==> config.mk <==
export PLATFORM = sky130hd
export DESIGN_NAME = diffline_codec
export DESIGN_NICKNAME = d
export VERILOG_FILES = /design/src/rtl/diffline_pkg.sv /design/src/rtl/diffline_tx.sv /design/src/rtl/diffline_rx.sv /design/src/rtl/diffline_codec.sv
export SDC_FILE = /design/constraint.sdc
export NUM_CORES = 1
export LEC_CHECK = 0
export ABC_CLOCK_PERIOD_IN_PS = 3760
export CAP_MARGIN = 20
export CORE_ASPECT_RATIO = 1.4
export CORE_UTILIZATION = 55
export CTS_CLUSTER_DIAMETER = 100
export DETAILED_ROUTE_END_ITERATION = 7
export HOLD_SLACK_MARGIN = 0.15
export PLACE_DENSITY = 0.77
export SYNTH_ARGS = -nofsm -noshare
export SYNTH_HDL_FRONTEND = slang
export SYNTH_HIERARCHICAL = 1
export SYNTH_SLANG_ARGS = --single-unit
==> constraint.sdc <==
create_clock -name clk -period 3.76 [get_ports clk]
set_input_delay 0.376 -clock clk [delete_from_list [all_inputs] [get_ports clk]]
set_output_delay 0.376 -clock clk [all_outputs]
set_load 0.02 [all_outputs]
==> src/rtl/diffline_pkg.sv <==
// Shared constants and state types for the differential line codec.
package diffline_pkg;
    // Longest run of ones allowed on the wire before a zero is forced.
    localparam int STUFF_RUN      = 6;
    // Minimum count of zero bits the receiver needs before the closing one.
    localparam int SYNC_ZEROS_MIN = 6;

    typedef enum logic [2:0] {
        TX_IDLE, TX_SYNC, TX_DATA, TX_SE0, TX_JEND, TX_RST
    } tx_state_e;

    typedef enum logic [0:0] {
        RX_HUNT, RX_DATA
    } rx_state_e;
endpackage

==> src/rtl/diffline_tx.sv <==
// Transmit path: preamble, LSB-first serialisation, zero insertion,
// transition encoding, end marker and bus reset pulse.
// Assumes bit_en is a single-cycle pulse per bit time. A byte source that
// has nothing ready at a byte boundary ends the packet there.
module diffline_tx
    import diffline_pkg::*;
#(
    parameter int DATA_W      = 8,
    parameter int RESET_TICKS = 120000
) (
    input  logic              clk,
    input  logic              rst_n,
    input  logic              bit_en,
    input  logic              tx_valid,
    input  logic [DATA_W-1:0] tx_data,
    input  logic              tx_last,
    input  logic              bus_reset_req,
    output logic              tx_ready,
    output logic              line_dp,
    output logic              line_dm,
    output logic              line_oe
);
    localparam int IDX_W = $clog2(DATA_W);
    localparam int RUN_W = $clog2(STUFF_RUN + 1);
    localparam int RST_W = $clog2(RESET_TICKS + 1);
    localparam logic [IDX_W-1:0] LAST_IDX = IDX_W'(DATA_W - 1);

    tx_state_e         st_q;
    logic [DATA_W-1:0] shreg_q;
    logic              last_q;
    logic              have_q;
    logic [IDX_W-1:0]  idx_q;
    logic [RUN_W-1:0]  ones_q;
    logic [2:0]        sync_q;
    logic [RST_W-1:0]  rcnt_q;
    logic              dp_q, dm_q, oe_q;

    logic stuff_now, byte_end, take_first, take_next, cur_bit;

    // Decide this tick's action: forced zero, byte boundary or byte intake.
    always_comb begin
        stuff_now  = (st_q == TX_DATA) && (ones_q == RUN_W'(STUFF_RUN));
        byte_end   = (st_q == TX_DATA) && !stuff_now && have_q && (idx_q == LAST_IDX);
        take_first = (st_q == TX_IDLE) && !bus_reset_req && tx_valid;
        take_next  = byte_end && !last_q && tx_valid;
        tx_ready   = bit_en && (take_first || take_next);
        cur_bit    = shreg_q[idx_q];
    end

    // Sequencer and line registers, advanced once per bit tick.
    always_ff @(posedge clk) begin
        if (!rst_n) begin
            st_q    <= TX_IDLE;
            shreg_q <= '0;
            last_q  <= 1'b0;
            have_q  <= 1'b0;
            idx_q   <= '0;
            ones_q  <= '0;
            sync_q  <= '0;
            rcnt_q  <= '0;
            dp_q    <= 1'b1;
            dm_q    <= 1'b0;
            oe_q    <= 1'b0;
        end else if (bit_en) begin
            unique case (st_q)
                TX_IDLE: begin
                    dp_q <= 1'b1;
                    dm_q <= 1'b0;
                    oe_q <= 1'b0;
                    if (bus_reset_req) begin
                        st_q   <= TX_RST;
                        dp_q   <= 1'b0;
                        dm_q   <= 1'b0;
                        oe_q   <= 1'b1;
                        rcnt_q <= RST_W'(1);
                    end else if (tx_valid) begin
                        shreg_q <= tx_data;
                        last_q  <= tx_last;
                        have_q  <= 1'b1;
                        idx_q   <= '0;
                        sync_q  <= 3'd1;
                        st_q    <= TX_SYNC;
                        dp_q    <= 1'b0;   // first preamble zero: J to K
                        dm_q    <= 1'b1;
                        oe_q    <= 1'b1;
                    end
                end
                TX_SYNC: begin
                    if (sync_q == 3'd7) begin
                        st_q   <= TX_DATA;
                        ones_q <= RUN_W'(1);
                    end else begin
                        dp_q <= ~dp_q;
                        dm_q <= dp_q;
                    end
                    sync_q <= sync_q + 3'd1;
                end
                TX_DATA: begin
                    if (stuff_now) begin
                        dp_q   <= ~dp_q;
                        dm_q   <= dp_q;
                        ones_q <= '0;
                    end else if (!have_q) begin
                        st_q <= TX_SE0;
                        dp_q <= 1'b0;
                        dm_q <= 1'b0;
                    end else begin
                        if (cur_bit) begin
                            ones_q <= ones_q + RUN_W'(1);
                        end else begin
                            dp_q   <= ~dp_q;
                            dm_q   <= dp_q;
                            ones_q <= '0;
                        end
                        if (idx_q == LAST_IDX) begin
                            idx_q <= '0;
                            if (take_next) begin
                                shreg_q <= tx_data;
                                last_q  <= tx_last;
                            end else begin
                                have_q <= 1'b0;
                            end
                        end else begin
                            idx_q <= idx_q + IDX_W'(1);
                        end
                    end
                end
                TX_SE0: begin
                    st_q <= TX_JEND;
                end
                TX_JEND: begin
                    st_q <= TX_IDLE;
                    dp_q <= 1'b1;
                    dm_q <= 1'b0;
                    oe_q <= 1'b1;
                end
                TX_RST: begin
                    if (rcnt_q == RST_W'(RESET_TICKS)) begin
                        st_q <= TX_IDLE;
                        dp_q <= 1'b1;
                        dm_q <= 1'b0;
                        oe_q <= 1'b0;
                    end else begin
                        rcnt_q <= rcnt_q + RST_W'(1);
                    end
                end
                default: st_q <= TX_IDLE;
            endcase
        end
    end

    assign line_dp = dp_q;
    assign line_dm = dm_q;
    assign line_oe = oe_q;

    // Released wires must rest at J.
    p_released_is_j_r1: assert property (@(posedge clk) disable iff (!rst_n)
        !line_oe |-> (line_dp && !line_dm));

    // A forced zero always produces a transition on the wire.
    p_stuff_toggles_r4: assert property (@(posedge clk) disable iff (!rst_n)
        (bit_en && st_q == TX_DATA && ones_q == RUN_W'(STUFF_RUN)) |=> (line_dp != $past(line_dp)));

    // During the reset pulse both wires are low and the count stays in range.
    p_reset_pulse_r6: assert property (@(posedge clk) disable iff (!rst_n)
        (st_q == TX_RST) |-> (!line_dp && !line_dm && line_oe && rcnt_q <= RST_W'(RESET_TICKS)));

    // The line holds still between bit ticks.
    p_hold_between_ticks_r12: assert property (@(posedge clk) disable iff (!rst_n)
        !bit_en |=> $stable({line_dp, line_dm, line_oe}));
endmodule

==> src/rtl/diffline_rx.sv <==
// Receive path: preamble search, transition decoding, zero removal,
// byte assembly, end marker detection and stuffing violation report.
// Assumes the wire inputs are already synchronous and sampled once per tick.
module diffline_rx
    import diffline_pkg::*;
#(
    parameter int DATA_W = 8
) (
    input  logic              clk,
    input  logic              rst_n,
    input  logic              bit_en,
    input  logic              line_dp,
    input  logic              line_dm,
    output logic [DATA_W-1:0] rx_data,
    output logic              rx_valid,
    output logic              rx_sop,
    output logic              rx_eop,
    output logic              rx_stuff_err,
    output logic              rx_active
);
    localparam int IDX_W = $clog2(DATA_W);
    localparam int RUN_W = $clog2(STUFF_RUN + 1);
    localparam logic [IDX_W-1:0] LAST_IDX = IDX_W'(DATA_W - 1);

    rx_state_e         st_q;
    logic              prev_q;
    logic [2:0]        zeros_q;
    logic [RUN_W-1:0]  ones_q;
    logic [IDX_W-1:0]  idx_q;
    logic [DATA_W-1:0] sreg_q;
    logic [DATA_W-1:0] data_q;
    logic              valid_q, sop_q, eop_q, err_q;

    logic se0, dbit;
    logic [DATA_W-1:0] sreg_nx;

    // Classify the current sample and form the next shift value.
    always_comb begin
        se0     = !line_dp && !line_dm;
        dbit    = (line_dp == prev_q);
        sreg_nx = {dbit, sreg_q[DATA_W-1:1]};
    end

    // Receive sequencer; the report pulses last one clock.
    always_ff @(posedge clk) begin
        if (!rst_n) begin
            st_q    <= RX_HUNT;
            prev_q  <= 1'b1;
            zeros_q <= '0;
            ones_q  <= '0;
            idx_q   <= '0;
            sreg_q  <= '0;
            data_q  <= '0;
            valid_q <= 1'b0;
            sop_q   <= 1'b0;
            eop_q   <= 1'b0;
            err_q   <= 1'b0;
        end else begin
            valid_q <= 1'b0;
            sop_q   <= 1'b0;
            eop_q   <= 1'b0;
            err_q   <= 1'b0;
            if (bit_en) begin
                if (se0) begin
                    prev_q  <= 1'b1;
                    zeros_q <= '0;
                    if (st_q == RX_DATA) begin
                        eop_q <= 1'b1;
                        st_q  <= RX_HUNT;
                    end
                end else begin
                    prev_q <= line_dp;
                    unique case (st_q)
                        RX_HUNT: begin
                            if (!dbit) begin
                                if (zeros_q != 3'd7) zeros_q <= zeros_q + 3'd1;
                            end else begin
                                zeros_q <= '0;
                                if (zeros_q >= 3'(SYNC_ZEROS_MIN)) begin
                                    st_q   <= RX_DATA;
                                    sop_q  <= 1'b1;
                                    ones_q <= RUN_W'(1);
                                    idx_q  <= '0;
                                end
                            end
                        end
                        RX_DATA: begin
                            if (ones_q == RUN_W'(STUFF_RUN)) begin
                                ones_q <= '0;
                                if (dbit) begin
                                    err_q <= 1'b1;
                                    st_q  <= RX_HUNT;
                                end
                            end else begin
                                sreg_q <= sreg_nx;
                                ones_q <= dbit ? ones_q + RUN_W'(1) : '0;
                                if (idx_q == LAST_IDX) begin
                                    idx_q   <= '0;
                                    data_q  <= sreg_nx;
                                    valid_q <= 1'b1;
                                end else begin
                                    idx_q <= idx_q + IDX_W'(1);
                                end
                            end
                        end
                        default: st_q <= RX_HUNT;
                    endcase
                end
            end
        end
    end

    assign rx_data      = data_q;
    assign rx_valid     = valid_q;
    assign rx_sop       = sop_q;
    assign rx_eop       = eop_q;
    assign rx_stuff_err = err_q;
    assign rx_active    = (st_q == RX_DATA);

    // Finding the preamble enters a packet.
    p_sop_enters_r8: assert property (@(posedge clk) disable iff (!rst_n)
        rx_sop |-> rx_active);

    // At most one report per cycle.
    p_reports_exclusive_r9: assert property (@(posedge clk) disable iff (!rst_n)
        $onehot0({rx_valid, rx_sop, rx_eop, rx_stuff_err}));

    // A byte is only delivered from inside a packet.
    p_byte_in_packet_r9: assert property (@(posedge clk) disable iff (!rst_n)
        rx_valid |-> rx_active);

    // A violation leaves the packet.
    p_err_leaves_r11: assert property (@(posedge clk) disable iff (!rst_n)
        rx_stuff_err |-> !rx_active);

    // Receiver state holds between bit ticks.
    p_rx_hold_r12: assert property (@(posedge clk) disable iff (!rst_n)
        !bit_en |=> $stable({rx_active, data_q}));
endmodule

==> src/rtl/diffline_codec.sv <==
// Top of the line codec: one transmit path and one receive path sharing a
// bit enable. The paths are independent; a loopback is formed outside.
module diffline_codec #(
    parameter int DATA_W      = 8,
    parameter int RESET_TICKS = 120000
) (
    input  logic              clk,
    input  logic              rst_n,
    input  logic              bit_en,
    input  logic              tx_valid,
    input  logic [DATA_W-1:0] tx_data,
    input  logic              tx_last,
    output logic              tx_ready,
    input  logic              bus_reset_req,
    output logic              line_dp_o,
    output logic              line_dm_o,
    output logic              line_oe,
    input  logic              line_dp_i,
    input  logic              line_dm_i,
    output logic [DATA_W-1:0] rx_data,
    output logic              rx_valid,
    output logic              rx_sop,
    output logic              rx_eop,
    output logic              rx_stuff_err,
    output logic              rx_active
);
    diffline_tx #(.DATA_W(DATA_W), .RESET_TICKS(RESET_TICKS)) u_tx (
        .clk(clk), .rst_n(rst_n), .bit_en(bit_en),
        .tx_valid(tx_valid), .tx_data(tx_data), .tx_last(tx_last),
        .bus_reset_req(bus_reset_req), .tx_ready(tx_ready),
        .line_dp(line_dp_o), .line_dm(line_dm_o), .line_oe(line_oe)
    );

    diffline_rx #(.DATA_W(DATA_W)) u_rx (
        .clk(clk), .rst_n(rst_n), .bit_en(bit_en),
        .line_dp(line_dp_i), .line_dm(line_dm_i),
        .rx_data(rx_data), .rx_valid(rx_valid), .rx_sop(rx_sop),
        .rx_eop(rx_eop), .rx_stuff_err(rx_stuff_err), .rx_active(rx_active)
    );
endmodule

Word level (Yosys, flattened, before mapping)
Index checks and enable logic that the tools add are counted.
W data, S select, Z words.
- register bits: 73
- bits in latches: 0
- RAM bits: 0
- ROM bits: 0
- input port bits: 16
- output and inout port bits: 17
- logic and storage cells: 199
- memories kept: 0
- add/subtract/negate cells: 7
- $mul: 0
- divide/modulo/power cells: 0
- $lt $le $gt $ge: 2
- eq/ne operators: 32
- shifts and indexed selects: 0
- multiplexer cells: 88
- bitwise logic cells: 6
- reduce and logical (&&, ||, !) cells: 42
- operators with widths (operator ; count):
    $mux W3 ; 28
    $mux W8 ; 6
    $mux W1 ; 37
    $mux W17 ; 2
    $pmux W17 S2 ; 1
    $pmux W3 S2 ; 5
    $eq A3 B3 Y1 const B ; 7
    $ne A2 B2 Y1 const B ; 10
    $reduce_and A4 Y1 ; 5
    $reduce_and A5 Y1 ; 4
    $add A3 B1 Y3 const B ; 6
    $add A17 B1 Y17 const B ; 1
    $eq A17 B17 Y1 const B ; 1
    $pmux W8 S2 ; 1
    $pmux W3 S5 ; 1
    $ne A2 B1 Y1 const B ; 6
    $reduce_and A6 Y1 ; 2
    $logic_and A1 B1 Y1 ; 10
    $pmux W1 S5 ; 2
    $reduce_or A5 Y1 ; 2
    $reduce_and A3 Y1 ; 3
    $reduce_and A8 Y1 ; 1
    $reduce_bool A2 Y1 ; 4
    $eq A3 B2 Y1 const B ; 2
    17 further kinds ; 30

Longest topological paths before layout
Gate-level depths: netlist (run 1).
- depth after elaboration: 13
- mapped depth: 9
- depth with buffers taken out: 7

By module
The synthesis (run 1) kept the hierarchy.
- by module, submodules not included (module ; times used ; cells each ; area an instance (µm²) ; sequential area each (µm²)):
    diffline_tx ; 1 ; 285 ; 2378.5 ; 840.8
    diffline_rx ; 1 ; 133 ; 1360.1 ; 600.6

Worst setup path before layout (run 1)
Ideal clock, no wire load.
- path type: reg2out
- start: register u_tx.ones_q[0]
- end: output tx_ready
- data arrival time: 1494 ps
- data required time: 3384 ps
- setup slack: 1890 ps
- stages on the path, launching flop included: 8
- buffers on the path: 2
- path through: dfxtp_1 > inv_1 > ha_1 > a21bo_2 > o41ai_2 > and2b_1 > buf_6 > buf_6
- longest elaborated chain between the ends: 10
- RTL lines (what ; RTL line ; RTL):
    start: declaration ; diffline_tx.sv:33 ; logic [RUN_W-1:0] ones_q;
    start signal: assignment ; diffline_tx.sv:109 ; ones_q <= ones_q + RUN_W'(1);
    $eq A3 B3 Y1 ; diffline_tx.sv:42 ; stuff_now = (st_q == TX_DATA) && (ones_q == RUN_W'(STUFF_RUN));
    $logic_and A1 B1 Y1 ; diffline_tx.sv:42 ;
    $logic_not A1 Y1 ; diffline_tx.sv:43 ; byte_end = (st_q == TX_DATA) && !stuff_now && have_q && (idx_q == LAST_IDX);
    $logic_and A1 B1 Y1 (3 in a row) ; diffline_tx.sv:43 ;
    $logic_and A1 B1 Y1 (2 in a row) ; diffline_tx.sv:45 ; take_next = byte_end && !last_q && tx_valid;
    $logic_or A1 B1 Y1 ; diffline_tx.sv:46 ; tx_ready = bit_en && (take_first || take_next);
    $logic_and A1 B1 Y1 ; diffline_tx.sv:46 ;
    end: declaration ; diffline_codec.sv:13 ; output logic tx_ready,
Every way passes these cells.

Worst setup path in the final report (run 1)
- start: register u_tx.st_q[2]
- end: output tx_ready
- longest elaborated chain between the ends: 10
- elaborated cells on any way between the ends: 13
- classes of those cells: 1 x eq/ne; 12 x reduce/logical
- RTL lines (what ; RTL line ; RTL):
    start: declaration ; diffline_tx.sv:28 ; tx_state_e st_q;
    start signal: assignment ; diffline_tx.sv:53 ; st_q <= TX_IDLE;
    start signal: assignment ; diffline_tx.sv:71 ; st_q <= TX_RST;
    start signal: assignment ; diffline_tx.sv:82 ; st_q <= TX_SYNC;
    $eq A3 B2 Y1 ; diffline_tx.sv:42, diffline_tx.sv:43 ;
    $logic_and A1 B1 Y1 ; diffline_tx.sv:42 ;
    $logic_not A1 Y1 ; diffline_tx.sv:43 ;
    $logic_and A1 B1 Y1 (3 in a row) ; diffline_tx.sv:43 ;
    $logic_and A1 B1 Y1 (2 in a row) ; diffline_tx.sv:45 ;
    $logic_or A1 B1 Y1 * ; diffline_tx.sv:46 ;
    $logic_and A1 B1 Y1 * ; diffline_tx.sv:46 ;
Mark *: on every way between the ends. The rest lies on a longest branch, timed or not.

==> results by group, run 1 <==
Power
  – Clock power share: 0.385
  – Switching Share: 0.284
  – Tot Pwr: 1.80 mW
  – Peak supply drop: 0.309 mV
  – NetSw: 0.511 mW
  – Pwr dens: 422 nW/um^2
  – Pint: 1.29 mW
  – Part of the power in registers: 0.458
  – Comb power frac: 0.158
  – Pleak: 1.61 nW

Floorplanning
  – # IOs: 33
  – Chip width: 71.7 microns
  – # rows: 35
  – Core Area: 6570 sq um
  – Initial Util: 0.569
  – Die ar.: 7140 sq um
  – Die height: 99.6 microns

STA
  – Hold Vio Cnt, Final: 0
  – Layout Skew: 0.0103 ns
  – Setup-failing EPs final: 0
  – Final WS setup: 0.826 ns
  – Unrepaired setup endpoints after global routing: no
  – Final worst path period share: 0.780
  – Measured slew at the worst slew-check pin: 0.686 ns
  – Crit path time final: 2.93 ns
  – Max-slew violations: 0
  – FMAX: 341 MHz
  – Setup TNS: 0 ns
  – Relative slew margins: 0.543

Global route
  – Global route total overflow: 0
  – Number of global-route vias before repair: 2848
  – Initial antenna violation count: 0
  – Total GRT Usage: 0.227
  – Largest net degree at the start of global routing: 44
  – Global-route wire length before repair: 12900 microns

Clocking
  – # hold bufs at CTS: 0
  – Clock Sinks: 72
  – H-tree levels: 3
  – Num CTS Buffers: 9
  – Resize count post-CTS: 0
  – CTS Root Cell: clkbuf_8
  – Worst-Skew Late Latency: 0.35 ns
  – Worst-path clk slew: 0.07 ns
  – TritonCTS clock tree: built
  – Number of buffers on the longest clock path: 2
  – Post-CTS setup repair buffer count: 0

Drt
  – Avg WL per Cell: 14.3 microns
  – DRC viols: 0
  – Post-route ant nets: 0
  – Vias per cell: 5.80
  – Via count: 3024
  – Drt total wl: 7480 microns
  – First drt pass iteration count: 4
  – First DRT Iteration DRCs: 170

Setup path
  – Reg2Reg Depth: 5
  – Reg2reg start: u_tx/st_q[0]
  – Crit Path Category: reg -> out
  – Flop2flop setup slack: 1.35 ns
  – Worst Path Max Fanout: 18
  – Critical path endpoint category: output port
  – Startpoint Class: flop
  – FF-to-FF End: u_tx/rcnt_q[16]
  – Crit path DAT: 2.56 ns
  – Critical Path RT: 3.38 ns

Cells and area
  – N_diodes: 0
  – Most frequent cells in the layout: dfxtp_1 (72), nand2_1 (39), clkdlybuf4s50_1 (31)
  – Fillers: 563
  – Nets: 472
  – Area Overhead vs Synth: 14.2%
  – Fin area: 4270 sq um
  – Util after Layout: 0.650
  – Share of layout cells above drive strength 1: 0.0917
  – Commonest non-fill, non-tap cell in the layout: dfxtp_1

Yosys
  – Cell taking the most area after synthesis: dfxtp_1
  – Post-Syn Nets: 448
  – Top-area cell type share of the netlist area: 0.386
  – Register area share after synthesis: 0.386
  – YS warnings: 6
  – Synth top area cells: dfxtp_1 (39%), mux2i_1 (6.2%), ha_1 (4.7%), nand2_1 (3.9%), nor2b_1 (3.7%)
  – Syn_area_per_cell: 8.94 sq um
  – Cells after Synth: 418
  – Post-synthesis async set-or-reset flop share: 0
  – Synth Flop Type: dfxtp_1
  – EDFF count, synth: 0
  – Yosys reg bits: 72
  – Yosys cell types: 66
  – Mapped Area: 3740 sq um

Place
  – Routability cong.: 0.829
  – Pre-CTS setup slack: 0.913 ns
  – HPWL after detailed placement: 5170 microns
  – Port-buffer cells: 32
  – Dpl cell area: 4040 sq um

Hold path
  – Hold WC Path Type: reg -> reg
  – Hold Path End: u_tx/shreg_q[3]
  – Hold Path Stages: 2
  – Worst hold start: u_tx/shreg_q[3]

Run status
  – Status: finished, final reports clean

Run
  – Maxcap violations: 0
-- critical path, cell delays in order, from the launching register on --
cell             delay, ns
dfxtp_1               0.45
or3b_1                0.57
o41ai_2               0.23
and2b_1               0.15
buf_4                 0.19
clkdlybuf4s50_1       0.63
-- flip-flops by register name (all words and copies together), names as in the netlist, 3 cells and up --
signal	count
u_rx/zeros_q	3
u_rx/ones_q	3
u_tx/shreg_q	8
u_rx/rx_data	8
u_tx/st_q	3
u_tx/idx_q	3
u_tx/ones_q	3
u_tx/rcnt_q	17
u_rx/idx_q	3
u_tx/sync_q	3
u_rx/sreg_q	7
-- synth_stat cells (4+ instances only) --
cell and number:
nor3_1 6, nor4_1 5, buf_2 10, nand4_1 13, buf_6 4, nor3b_1 7, ha_1 14, mux2i_1 23
clkbuf_1 8, nand2b_1 5, inv_1 11, xor2_1 12, o21ai_0 24, nand2_1 39, nor2b_1 22, a21oi_1 12
nor2_1 29, a21boi_0 8, and3_1 4, nand3_1 22, dfxtp_1 72, o21a_1 5
-- metal layers --
layer,vias to the layer above,wire (microns),part of all wire,GRT usage
met5,-,0,0,0
met4,0,149,0.020,0.0980
met3,13,174,0.023,0.0436
met2,45,3920,0.52,0.397
met1,1427,3230,0.43,0.268
li1,1539,-,-,-
-- worst max-delay path by stage --
stage,from,endpoint,slack (ns),cells after the start
after detailed placement,bus_reset_req,tx_ready,0.91,6
final,u_tx/st_q[2],tx_ready,0.83,5
after global placement,bus_reset_req,tx_ready,0.95,6
after CTS,u_tx/st_q[0],tx_ready,0.80,5
after global routing,u_tx/st_q[2],tx_ready,0.68,5
after floorplan,u_tx/ones_q[0],tx_ready,1.89,7
-- through the flow --
stage	hold WS, ns	cells
finish	0.463	521
global route	0.488	521
CTS	0.467	521
detailed placement	0.452	505
global placement	0.448	505
floorplan	0.433	418
-- cells by family after synthesis --
family / count (synthesis) / share of synthesized area
AND/OR/NAND/NOR: 180 / 0.267
AO/OA/AOI/OAI: 77 / 0.141
flip-flops: 72 / 0.386
buffers and inverters: 34 / 0.0465
multiplexers: 25 / 0.0736
XOR/XNOR: 16 / 0.0395
adder cells (fa/ha/maj): 14 / 0.0469
-- power by group through the flow --
stage / registers, mW / clock network (mW) / logic (mW)
final: 0.824 / 0.692 / 0.284
after global routing: 0.829 / 0.737 / 0.314
after CTS: 0.823 / 0.708 / 0.284
after detailed placement: 0.841 / 0 / 0.282
after global placement: 0.840 / 0 / 0.279
after floorplan: 0.832 / 0 / 0.215
-- final cells by class --
class / count / area, sq um / share of cell area
Multi-Input combinational cell: 312 / 2120 / 0.497
Sequential cell: 72 / 1440 / 0.338
Clock inverter: 7 / 101 / 0.0237
Inverter: 11 / 41.3 / 0.00967
Timing Repair Buffer: 36 / 345 / 0.0809
Tap cell: 74 / 92.6 / 0.0217
Clock buffer: 9 / 124 / 0.0290
Power figures use the tool's default switching activity.
==> run 2, diff against run 1 <==
- ABC_CLOCK_PERIOD_IN_PS: 3760 -> 2640
- CORE_UTILIZATION: 55 -> 52
- PLACE_DENSITY: 0.77 -> 0.76
- clock period: 3.76 -> 2.64 ns (I/O delays scaled with it)
==> results by group, run 2 (synthesis results as in run 1) <==
STA
  – Setup TNS: 0 ns (unchanged)
  – Final worst path period share: 0.833
  – Relative slew margins: 0.556 (+0.0135)
  – Setup-failing EPs final: 0 (unchanged)
  – Layout Skew: 0.00547 ns (-0.00484 ns)
  – Unrepaired setup endpoints after global routing: no
  – Max-slew violations: 0 (unchanged)
  – FMAX: 455 MHz
  – Crit path time final: 2.20 ns
  – Hold Vio Cnt, Final: 0 (unchanged)
  – Measured slew at the worst slew-check pin: 0.659 ns (-0.0263 ns)

Drt
  – Drt total wl: 7370 microns (-1.5%)
  – Vias per cell: 5.58 (-3.8%)
  – First drt pass iteration count: 4 (unchanged)
  – Post-route ant nets: 0 (unchanged)
  – Met3 WL: 228 microns (+31%)
  – Met2 routed wirelength: 3800 microns (-3.1%)
  – Avg WL per Cell: 13.5 microns (-6.2%)
  – Top sig layer: met4
  – Via count: 3054 (+0.99%)
  – First DRT Iteration DRCs: 136 (-20%)
  – DRC viols: 0 (unchanged)
  – M1 wire length: 3250 microns (+0.59%)

Cells and area
  – Max FFs per register: 17 (unchanged)
  – Biggest register: u_tx/rcnt_q
  – Fin area: 4310 sq um (+0.91%)
  – Share of layout cells above drive strength 1: 0.104 (+0.0123)
  – Area Overhead vs Synth: 15.2%
  – Nets: 477 (+1.1%)
  – N_diodes: 0 (unchanged)
  – Most frequent cells in the layout: dfxtp_1 (71), nand2_1 (39), clkdlybuf4s50_1 (30)
  – Fillers: 643 (+14%)
  – Commonest non-fill, non-tap cell in the layout: dfxtp_1

Power
  – Comb power frac: 0.170 (+0.012)
  – Pint: 1.74 mW (+35%)
  – Pleak: 1.64 nW (+1.8%)
  – Pwr dens: 564 nW/um^2 (+34%)
  – Tot Pwr: 2.43 mW (+35%)
  – Part of the power in registers: 0.483 (+0.025)
  – NetSw: 0.695 mW (+36%)
  – Switching Share: 0.286 (+0.00195)
  – Peak supply drop: 0.372 mV (+20%)
  – Clock power share: 0.347 (-0.038)

Floorplanning
  – # rows: 36 (+2.9%)
  – Initial Util: 0.539 (-0.0302)
  – Die height: 102 microns (+2.8%)
  – Die ar.: 7540 sq um (+5.6%)
  – Core Area: 6940 sq um (+5.6%)
  – # IOs: 33 (unchanged)
  – Chip width: 73.7 microns (+2.8%)

Global route
  – Number of global-route vias before repair: 2895 (+1.7%)
  – Global-route wire length before repair: 12600 microns (-2.5%)
  – Global route total overflow: 0 (unchanged)
  – Initial antenna violation count: 0 (unchanged)
  – Largest net degree at the start of global routing: 30 (-32%)
  – Total GRT Usage: 0.215 (-0.0118)

Clocking
  – H-tree levels: 3 (unchanged)
  – # hold bufs at CTS: 0 (unchanged)
  – Worst-path clk slew: 0.07 ns (about the same)
  – Number of buffers on the longest clock path: 2 (unchanged)
  – CTS Root Cell: clkbuf_8
  – Clock Sinks: 72 (unchanged)
  – TritonCTS clock tree: built
  – Worst-Skew Late Latency: 0.35 ns (about the same)
  – Num CTS Buffers: 9 (unchanged)

Setup path
  – Reg2Reg Depth: 7 (+2)
  – Crit path DAT: 1.93 ns (-0.63 ns)
  – Startpoint Class: flop
  – Reg2reg start: u_tx/rcnt_q[0]
  – Worst Path Max Fanout: 5 (-13)
  – Crit Path Category: reg -> out
  – Critical Path RT: 2.38 ns (-1.00 ns)
  – Flop2flop setup slack: 0.62 ns (-0.73 ns)
  – FF-to-FF End: u_tx/line_oe
  – Critical path endpoint category: output port

Hold path
  – Hold Path Stages: 2 (unchanged)
  – Hold WC Path Type: in -> reg
  – Worst hold start: rst_n
  – Hold Path End: u_rx/prev_q

Place
  – HPWL after detailed placement: 5190 microns (+0.41%)
  – Dpl cell area: 4110 sq um (+1.6%)
  – Port-buffer cells: 32 (unchanged)
  – Routability cong.: 0.845 (+2.0%)

Run
  – Maxcap violations: 0 (unchanged)

Run status
  – Status: finished, final reports clean
[run 2: cell types whose count changed in the layout (fill, tap and decap cells not counted), sizes merged]
cell,delta
buf,+5
bufinv,-1
clkdlybuf4s50,-1
clkinv,+4
dlymetal6s2s,+1
inv,-3
[run 2: area by class of cell]
cell class | count | area, sq um | area share
inverter | 11 | 41.3 | 0.00958
clock inverter | 7 | 72.6 | 0.0168
clock buffer | 9 | 124 | 0.0288
timing repair buffer | 41 | 385 | 0.0895
multi-input combinational | 312 | 2120 | 0.493
tap | 95 | 119 | 0.0276
sequential | 72 | 1440 | 0.335
[run 2: power by group through the flow]
stage,clock network (mW),registers (mW),logic [mW]
4_1_cts,0.883,1.17,0.411
3_3_place_gp,0,1.20,0.399
3_5_place_dp,0,1.20,0.408
5_1_grt,0.929,1.18,0.454
2_1_floorplan,0,1.19,0.306
6_report,0.843,1.17,0.413
[run 2: through the flow]
stage                     std cells   util  setup WS [ns]  hold slack, ns
after floorplan                 418      -          0.863           0.394
after detailed placement        531  0.592          0.374           0.451
after global placement          531  0.592          0.388           0.444
final                           547  0.621          0.442           0.306
after global routing            547  0.621          0.324           0.325
after CTS                       547  0.620         0.0327           0.288
[run 2: timing repair]
action | in CTS | in global routing
setup buffers | 0 | 0
gates resized for setup | 0 | 2
setup endpoints to repair | 0 | 1
[run 2: how the worst max path moves through the flow]
| stage | from | to | slack [ns] | depth (start not counted) |
|---|---|---|---|---|
| finish | u_tx/ones_q[0] | tx_ready | 0.44 | 6 |
| global route | u_tx/ones_q[0] | tx_ready | 0.32 | 6 |
| CTS | u_tx/ones_q[0] | tx_ready | 0.03 | 6 |
| detailed placement | bus_reset_req | tx_ready | 0.37 | 5 |
| global placement | bus_reset_req | tx_ready | 0.39 | 5 |
| floorplan | u_tx/rcnt_q[0] | u_tx/line_oe | 0.86 | 8 |
[run 2: layer usage]
| layer | GRT usage | vias to the layer above |
|---|---|---|
| met5 | 0 | - |
| met4 | 0.111 | 0 |
| met3 | 0.0483 | 9 |
| met2 | 0.371 | 61 |
| met1 | 0.246 | 1430 |
| li1 | - | 1554 |
[run 2: critical path, cell delays in order (launching register included)]
cell	delay [ns]
dfxtp_1	0.37
inv_1	0.06
ha_1	0.25
a21bo_2	0.24
o41ai_2	0.25
and2b_1	0.19
dlymetal6s2s_1	0.23
